`config.mk`:
```
export PLATFORM = sky130hd
export DESIGN_NAME = wel_gate
export DESIGN_NICKNAME = d
export VERILOG_FILES = /design/src/rtl/wegate_pkg.sv /design/src/rtl/wegate_rstsync.sv /design/src/rtl/wegate_decode.sv /design/src/rtl/wegate_inhibit.sv /design/src/rtl/wegate_core.sv /design/src/rtl/wel_gate.sv
export SDC_FILE = /design/constraint.sdc
export NUM_CORES = 1
export LEC_CHECK = 0
export BUFFER_PORTS_ARGS = -buffer_cell sky130_fd_sc_hd__buf_2
export CAP_MARGIN = 30
export CORE_ASPECT_RATIO = 1.4
export CORE_MARGIN = 3
export CORE_UTILIZATION = 49
export CTS_CLUSTER_SIZE = 8
export DETAILED_ROUTE_END_ITERATION = 10
export PLACE_DENSITY = 0.86
export SLEW_MARGIN = 0
export SYNTH_ARGS = -nofsm -noshare
export SYNTH_HDL_FRONTEND = slang
export SYNTH_SLANG_ARGS = --single-unit
```
`constraint.sdc`:
```
create_clock -name clk -period 1.15 [get_ports clk]
set_input_delay 0.0575 -clock clk [delete_from_list [all_inputs] [get_ports clk]]
set_output_delay 0.0575 -clock clk [all_outputs]
set_load 0.01 [all_outputs]
```
`src/rtl/wegate_pkg.sv`:
```
`timescale 1ns/1ps
package wegate_pkg;

  localparam int OP_W = 8;

  localparam logic [OP_W-1:0] OP_WREN  = 8'h06;
  localparam logic [OP_W-1:0] OP_WRDI  = 8'h04;
  localparam logic [OP_W-1:0] OP_RDSR  = 8'h05;
  localparam logic [OP_W-1:0] OP_READ  = 8'h03;
  localparam logic [OP_W-1:0] OP_PGWR  = 8'h0A;
  localparam logic [OP_W-1:0] OP_PGPR  = 8'h02;
  localparam logic [OP_W-1:0] OP_LKWR  = 8'hE5;
  localparam logic [OP_W-1:0] OP_PGER  = 8'hDB;
  localparam logic [OP_W-1:0] OP_SCER  = 8'hD8;
  localparam logic [OP_W-1:0] OP_BKER  = 8'hC7;
  localparam logic [OP_W-1:0] OP_SLEEP = 8'hB9;
  localparam logic [OP_W-1:0] OP_WAKE  = 8'hAB;

  typedef enum logic [2:0] {
    CL_NONE,
    CL_WREN,
    CL_WRDI,
    CL_STATUS,
    CL_READ,
    CL_MODIFY,
    CL_SLEEP,
    CL_WAKE
  } cmd_class_e;

endpackage

```
`src/rtl/wegate_rstsync.sv`:
```
`timescale 1ns/1ps
module wegate_rstsync #(
  parameter int STAGES = 2
) (
  input  logic clk,
  input  logic rst_n,
  output logic rst_sync_n
);
  localparam int N = (STAGES < 2) ? 2 : STAGES;

  logic [N-1:0] sync_q;

  always_ff @(posedge clk or negedge rst_n) begin
    if (!rst_n) sync_q <= '0;
    else        sync_q <= {sync_q[N-2:0], 1'b1};
  end

  assign rst_sync_n = sync_q[N-1];
endmodule

```
`src/rtl/wegate_decode.sv`:
```
`timescale 1ns/1ps
module wegate_decode
  import wegate_pkg::*;
#(
  parameter int BITS_W    = 16,
  parameter int BYTE_BITS = 8
) (
  input  logic [OP_W-1:0]   op,
  input  logic [BITS_W-1:0] bits,
  output cmd_class_e        cls,
  output logic              whole_bytes
);
  localparam bit POW2  = (BYTE_BITS & (BYTE_BITS - 1)) == 0;
  localparam int LSB_W = (BYTE_BITS > 1) ? $clog2(BYTE_BITS) : 1;

  logic aligned;

  generate
    if (POW2 && BYTE_BITS > 1) begin : g_pow2
      assign aligned = (bits[LSB_W-1:0] == '0);
    end else begin : g_mod
      assign aligned = ((bits % BITS_W'(BYTE_BITS)) == '0);
    end
  endgenerate

  assign whole_bytes = aligned && (bits != '0);

  always_comb begin
    unique case (op)
      OP_WREN:  cls = CL_WREN;
      OP_WRDI:  cls = CL_WRDI;
      OP_RDSR:  cls = CL_STATUS;
      OP_READ:  cls = CL_READ;
      OP_PGWR, OP_PGPR, OP_LKWR,
      OP_PGER, OP_SCER, OP_BKER: cls = CL_MODIFY;
      OP_SLEEP: cls = CL_SLEEP;
      OP_WAKE:  cls = CL_WAKE;
      default:  cls = CL_NONE;
    endcase
  end
endmodule

```
`src/rtl/wegate_inhibit.sv`:
```
`timescale 1ns/1ps
module wegate_inhibit #(
  parameter int INHIBIT_CYCLES = 1024
) (
  input  logic clk,
  input  logic rst_n,
  output logic ready
);
  generate
    if (INHIBIT_CYCLES == 0) begin : g_none
      assign ready = 1'b1;
    end else begin : g_cnt
      localparam int CNT_W = $clog2(INHIBIT_CYCLES + 1);
      localparam logic [CNT_W-1:0] LIMIT = CNT_W'(INHIBIT_CYCLES);

      logic [CNT_W-1:0] cnt_q, cnt_d;
      logic             cnt_en;

      assign ready  = (cnt_q == LIMIT);
      assign cnt_en = !ready;

      always_comb begin
        cnt_d = cnt_q;
        if (cnt_en) cnt_d = cnt_q + 1'b1;
      end

      always_ff @(posedge clk or negedge rst_n) begin
        if (!rst_n)      cnt_q <= '0;
        else if (cnt_en) cnt_q <= cnt_d;
      end

      assert_ready_sticks_R5: assert property (@(posedge clk) disable iff (!rst_n)
        ready |=> ready);
    end
  endgenerate
endmodule

```
`src/rtl/wegate_core.sv`:
```
`timescale 1ns/1ps
module wegate_core
  import wegate_pkg::*;
(
  input  logic            clk,
  input  logic            rst_n,
  input  logic            cmd_valid,
  input  logic [OP_W-1:0] cmd_op,
  input  cmd_class_e      cls,
  input  logic            whole_bytes,
  input  logic            ready,
  input  logic            seq_done,
  output logic            acc_q,
  output logic            rej_q,
  output logic            start_q,
  output logic [OP_W-1:0] op_q,
  output logic            wel_q,
  output logic            wip_q,
  output logic            sleep_q
);
  logic ok;
  logic acc_d, rej_d, start_d;
  logic wel_d, wip_d, sleep_d;

  // Admission decision on the registered state.
  always_comb begin
    ok = 1'b0;
    if (sleep_q) begin
      ok = (cls == CL_WAKE);
    end else if (cls == CL_STATUS) begin
      ok = 1'b1;
    end else if (wip_q) begin
      ok = 1'b0;
    end else begin
      unique case (cls)
        CL_WREN, CL_WRDI, CL_READ, CL_SLEEP, CL_WAKE: ok = 1'b1;
        CL_MODIFY: ok = wel_q && whole_bytes && ready;
        default:   ok = 1'b0;
      endcase
    end
  end

  // Next state.
  always_comb begin
    acc_d   = cmd_valid && ok;
    rej_d   = cmd_valid && !ok;
    start_d = acc_d && (cls == CL_MODIFY);
    wel_d   = wel_q;
    wip_d   = wip_q;
    sleep_d = sleep_q;
    if (seq_done && wip_q) begin
      wip_d = 1'b0;
      wel_d = 1'b0;
    end
    if (acc_d) begin
      unique case (cls)
        CL_WREN:   wel_d   = 1'b1;
        CL_WRDI:   wel_d   = 1'b0;
        CL_SLEEP:  sleep_d = 1'b1;
        CL_WAKE:   sleep_d = 1'b0;
        CL_MODIFY: wip_d   = 1'b1;
        default:   ;
      endcase
    end
  end

  always_ff @(posedge clk or negedge rst_n) begin
    if (!rst_n) begin
      acc_q   <= 1'b0;
      rej_q   <= 1'b0;
      start_q <= 1'b0;
      wel_q   <= 1'b0;
      wip_q   <= 1'b0;
      sleep_q <= 1'b0;
    end else begin
      acc_q   <= acc_d;
      rej_q   <= rej_d;
      start_q <= start_d;
      wel_q   <= wel_d;
      wip_q   <= wip_d;
      sleep_q <= sleep_d;
    end
  end

  always_ff @(posedge clk or negedge rst_n) begin
    if (!rst_n)       op_q <= '0;
    else if (start_d) op_q <= cmd_op;
  end

  assert_one_outcome_R10: assert property (@(posedge clk) disable iff (!rst_n)
    cmd_valid |=> (acc_q ^ rej_q));
  assert_no_spurious_R10: assert property (@(posedge clk) disable iff (!rst_n)
    !cmd_valid |=> !(acc_q || rej_q));
  assert_start_with_accept_R6: assert property (@(posedge clk) disable iff (!rst_n)
    start_q |-> acc_q);
  assert_busy_from_start_R6: assert property (@(posedge clk) disable iff (!rst_n)
    $rose(wip_q) |-> start_q);
  assert_busy_blocks_R7: assert property (@(posedge clk) disable iff (!rst_n)
    (wip_q && cmd_valid && cls != CL_STATUS) |=> rej_q);
  assert_done_clears_R8: assert property (@(posedge clk) disable iff (!rst_n)
    (wip_q && seq_done) |=> !(wip_q || wel_q));
  assert_sleep_blocks_R9: assert property (@(posedge clk) disable iff (!rst_n)
    (sleep_q && cmd_valid && cls != CL_WAKE) |=> rej_q);
  assert_need_latch_R3: assert property (@(posedge clk) disable iff (!rst_n)
    (cmd_valid && cls == CL_MODIFY && !wel_q) |=> (rej_q && !start_q));
  assert_whole_bytes_R4: assert property (@(posedge clk) disable iff (!rst_n)
    (cmd_valid && cls == CL_MODIFY && !whole_bytes) |=> (rej_q && !start_q));
  assert_inhibit_R5: assert property (@(posedge clk) disable iff (!rst_n)
    (cmd_valid && !ready) |=> !start_q);
endmodule

```
`src/rtl/wel_gate.sv`:
```
`timescale 1ns/1ps
module wel_gate
  import wegate_pkg::*;
#(
  parameter int BITS_W         = 16,
  parameter int BYTE_BITS      = 8,
  parameter int INHIBIT_CYCLES = 1024,
  parameter int SYNC_STAGES    = 2
) (
  input  logic              clk,
  input  logic              rst_n,
  input  logic              cmd_valid,
  input  logic [7:0]        cmd_op,
  input  logic [BITS_W-1:0] cmd_bits,
  input  logic              seq_done,
  output logic              cmd_accept,
  output logic              cmd_reject,
  output logic              seq_start,
  output logic [7:0]        seq_op,
  output logic [7:0]        status_byte,
  output logic              deep_sleep
);
  localparam int STATUS_W = 8;

  logic       rst_sync_n;
  cmd_class_e cls;
  logic       whole_bytes;
  logic       ready;
  logic       wel, wip;

  wegate_rstsync #(.STAGES(SYNC_STAGES)) u_rst (
    .clk(clk), .rst_n(rst_n), .rst_sync_n(rst_sync_n)
  );

  wegate_decode #(.BITS_W(BITS_W), .BYTE_BITS(BYTE_BITS)) u_dec (
    .op(cmd_op), .bits(cmd_bits), .cls(cls), .whole_bytes(whole_bytes)
  );

  wegate_inhibit #(.INHIBIT_CYCLES(INHIBIT_CYCLES)) u_inh (
    .clk(clk), .rst_n(rst_sync_n), .ready(ready)
  );

  wegate_core u_core (
    .clk(clk), .rst_n(rst_sync_n),
    .cmd_valid(cmd_valid), .cmd_op(cmd_op), .cls(cls),
    .whole_bytes(whole_bytes), .ready(ready), .seq_done(seq_done),
    .acc_q(cmd_accept), .rej_q(cmd_reject), .start_q(seq_start),
    .op_q(seq_op), .wel_q(wel), .wip_q(wip), .sleep_q(deep_sleep)
  );

  assign status_byte = {{(STATUS_W-2){1'b0}}, wel, wip};
endmodule

```
==> out/qor.yml <==
status: "complete, but fails checks"
failed_checks: "setup timing"
yosysTopAreaCell: "dfrtp_1"
hp-class: "input port to flop"
grt_overflow_total: 0
drv_cap: 0
crit_fanout: 2
die_h_um: 69.45
root_buffer: "clkbuf_4"
grt_pass1_vias: 1507
fillers: 160
async_flop_share_pct: 100.0
drtAntennaViolNets: 0
final_util_pct: 82.33
synthFlopType: "dfrtp_1"
startpoint_type: "flop"
avgSynthCellArea_um2: 10.84
max_stage_delay_ns: 0.45
h-tree-depth: 1
ys_types: 37
clk_pin_slew_ns: 0.15
clock_path_buffers: 2
diodes: 0
ys_ff_latch: 27
drc: 0
crit_path_cell_trace: "nor4b_4 > nand4b_1 > nand4b_1 > buf_4 > o211ai_2 > and4bb_2 > mux2_4"
grt_setup_unrepaired: "true"
postSynthCellCount: 130
grt_pass1_wl_um: 6982
required_ns: 1.39
crit_slowest_cell: "dfrtp_1"
portBuffers: 41
dp_hpwl_um: 2895
gp_congestion: 0.9021
whs_path_depth: 3
slew_violations: 0
pwr_density_cell_mw_per_mm2: 741.9
drt_pass1_iterations: 4
holdPathEnd: "u_core.op_q[3]"
period_needed_ns: 2.066
fp.dieW_um: 51.32
crit_family: "simple AND/OR/NAND/NOR gates"
grt_max_degree: 26
cts_num_sinks: 27
synth.area.top_cells: "dfrtp_1, mux2_2, xnor2_1"
syn_to_final_growth_pct: 57.64
core-area_mm2: 0.002698
synth_seq_area_share_pct: 47.96
vdd_ir_drop_max_uv: 627.4
crit_buf_inv: 1
clock_latency_ns: 0.34
yosysMostFrequentCell: "dfrtp_1"
timing.rr.start: "u_inh.g_cnt.cnt_q[3]"
clock_skew_ns: 0.004025
cp_common_cell: "nand4b_1"
drt_iter0_drc: 46
tritoncts: "done"
synth_area_mm2: 0.001409
end_kind: "flop"
drive_gt1_share_pct: 57.67
start_util_pct: 52.23
p_leak_nw: 1.058
cts-buffers-inserted: 3
netlist.area_leader.share_pct: 47.96
hold_viol_final: 0
r2r-end: "u_core.wel_q"
post-route-period-util_pct: 179.6
antenna_found_initial: 0
reg2reg_depth: 7
fp.dieArea_mm2: 0.003564
nNetsFinal: 246
wl_um: 4273
crit_type: "flop to flop"
r2r_slack_ns: -0.92
setup_slack_ns: -0.9155
max_freq_mhz: 484.1
worstPathArrival_ns: 2.31
synthTopCellsByCount: "dfrtp_1, mux2_2, buf_4, nand3_1, xnor2_1"
setup_viol: 22
rows: 22
ys_warn_count: 0
viasPerCell: 5.486
grtUsageTotal_pct: 25.29
vias: 1377
wl_per_cell_um: 17.02
min_from: "cmd_op[3]"
ios: 48
synth-edff-count: 0
fin_tns_setup_ns: -11.43
==> what timing repair did <==
item                                   CTS  global route
endpoints found under the hold margin    3             0
gates resized for setup                 32            14
setup buffers                            6             5
setup endpoints to repair               23            24
hold buffers                             3             0
pin swaps                               12            10
==> cell usage in the layout, fill, tap and decap left out, types with 2 or more instances in the layout <==
cell / Yosys / layout
buf_2: 3 / 40
buf_4: 8 / 34
buf_6: 0 / 9
clkbuf_4: 0 / 3
conb_1: 2 / 7
dfrtp_1: 27 / 27
dlygate4sd3_1: 0 / 3
inv_1: 6 / 6
mux2_4: 0 / 9
nand2_1: 7 / 5
nand3_1: 8 / 4
nand3_2: 0 / 2
nand3_4: 0 / 2
nand4_1: 4 / 4
nand4b_1: 3 / 3
nor2_4: 0 / 3
nor3_1: 6 / 4
nor3_2: 1 / 3
nor4_1: 4 / 3
o21ai_1: 0 / 2
o41ai_1: 2 / 2
xnor2_1: 8 / 5
xnor2_2: 0 / 3
xor2_1: 3 / 3
==> report_power, final <==
part / switching [mW] / internal [mW]
sequential: 0.00827 / 0.966
combinational: 0.120 / 0.114
clock: 0.306 / 0.134
==> through the flow <==
stage | cell area [µm²] | setup WS, ns | std cells | hold WS [ns] | power (mW)
6_report | 2221 | -0.9155 | 251 | 0.07587 | 1.648
5_1_grt | 2221 | -1.038 | 251 | 0.07693 | 1.717
4_1_cts | 2131 | -0.9174 | 249 | 0.06985 | 1.634
3_5_place_dp | 1914 | -0.9307 | 240 | -0.1553 | 1.198
3_3_place_gp | 1914 | -0.8180 | 240 | -0.1575 | 1.187
2_1_floorplan | 1434 | -0.9322 | 135 | -0.2381 | 1.087
==> flip-flops by register name, indices dropped and copies added (netlist names) <==
signal	count
u_core.sleep_q	1
u_core.wip_q	1
u_core.acc_q	1
u_inh.g_cnt.cnt_q	11
u_core.op_q	8
u_core.rej_q	1
u_rst.sync_q	2
u_core.start_q	1
u_core.wel_q	1
==> routing by layer <==
metal  vias to the layer above  global-route usage (%)  wire [µm]
li1                        623                       -          -
met2                        56                   46.20       2386
met3                        16                   3.441        188
met1                       682                   28.05       1513
met5                         -                       0          0
met4                         0                   11.08        185
==> how the worst max path moves through the flow <==
stage | from | to | slack [ns] | cells after the start
global placement | u_inh.g_cnt.cnt_q[6] | u_core.wel_q | -0.82 | 7
detailed placement | u_inh.g_cnt.cnt_q[6] | u_core.wel_q | -0.93 | 7
global route | u_inh.g_cnt.cnt_q[3] | u_core.wel_q | -1.04 | 7
floorplan | u_inh.g_cnt.cnt_q[6] | u_core.op_q[1] | -0.93 | 6
finish | u_inh.g_cnt.cnt_q[3] | u_core.wel_q | -0.92 | 7
CTS | u_inh.g_cnt.cnt_q[2] | u_core.wel_q | -0.92 | 7
==> worst min-delay path, stage by stage <==
cell and delay, ns:
buf_2 0.10, buf_4 0.10, mux2_4 0.13
==> logic make-up (layout without fill, tap and decap cells) <==
| family | Yosys count | count (layout) | share of synthesized area [%] |
|---|---|---|---|
| AOI/OAI and AO/OA | 15 | 15 | 8.437 |
| xor gates and xnor gates | 11 | 11 | 6.839 |
| adders and majority gates | 2 | 2 | 1.776 |
| buffers and inverters | 17 | 97 | 6.927 |
| DFF | 27 | 27 | 47.96 |
| muxes | 9 | 9 | 7.194 |
| other | 2 | 7 | 0.5331 |
| and+or+nand+nor | 47 | 47 | 20.34 |
==> layout make-up <==
type / count / area [µm²] / share of cell area [%]
inverter: 6 / 22.52 / 1.014
tap: 36 / 45.04 / 2.028
clock buffer: 3 / 22.52 / 1.014
multi-input combinational: 91 / 840.8 / 37.86
timing repair buffer: 87 / 606.8 / 27.32
sequential: 27 / 675.6 / 30.42
clock inverter: 1 / 7.507 / 0.3380
Power figures use the tool's default switching activity.
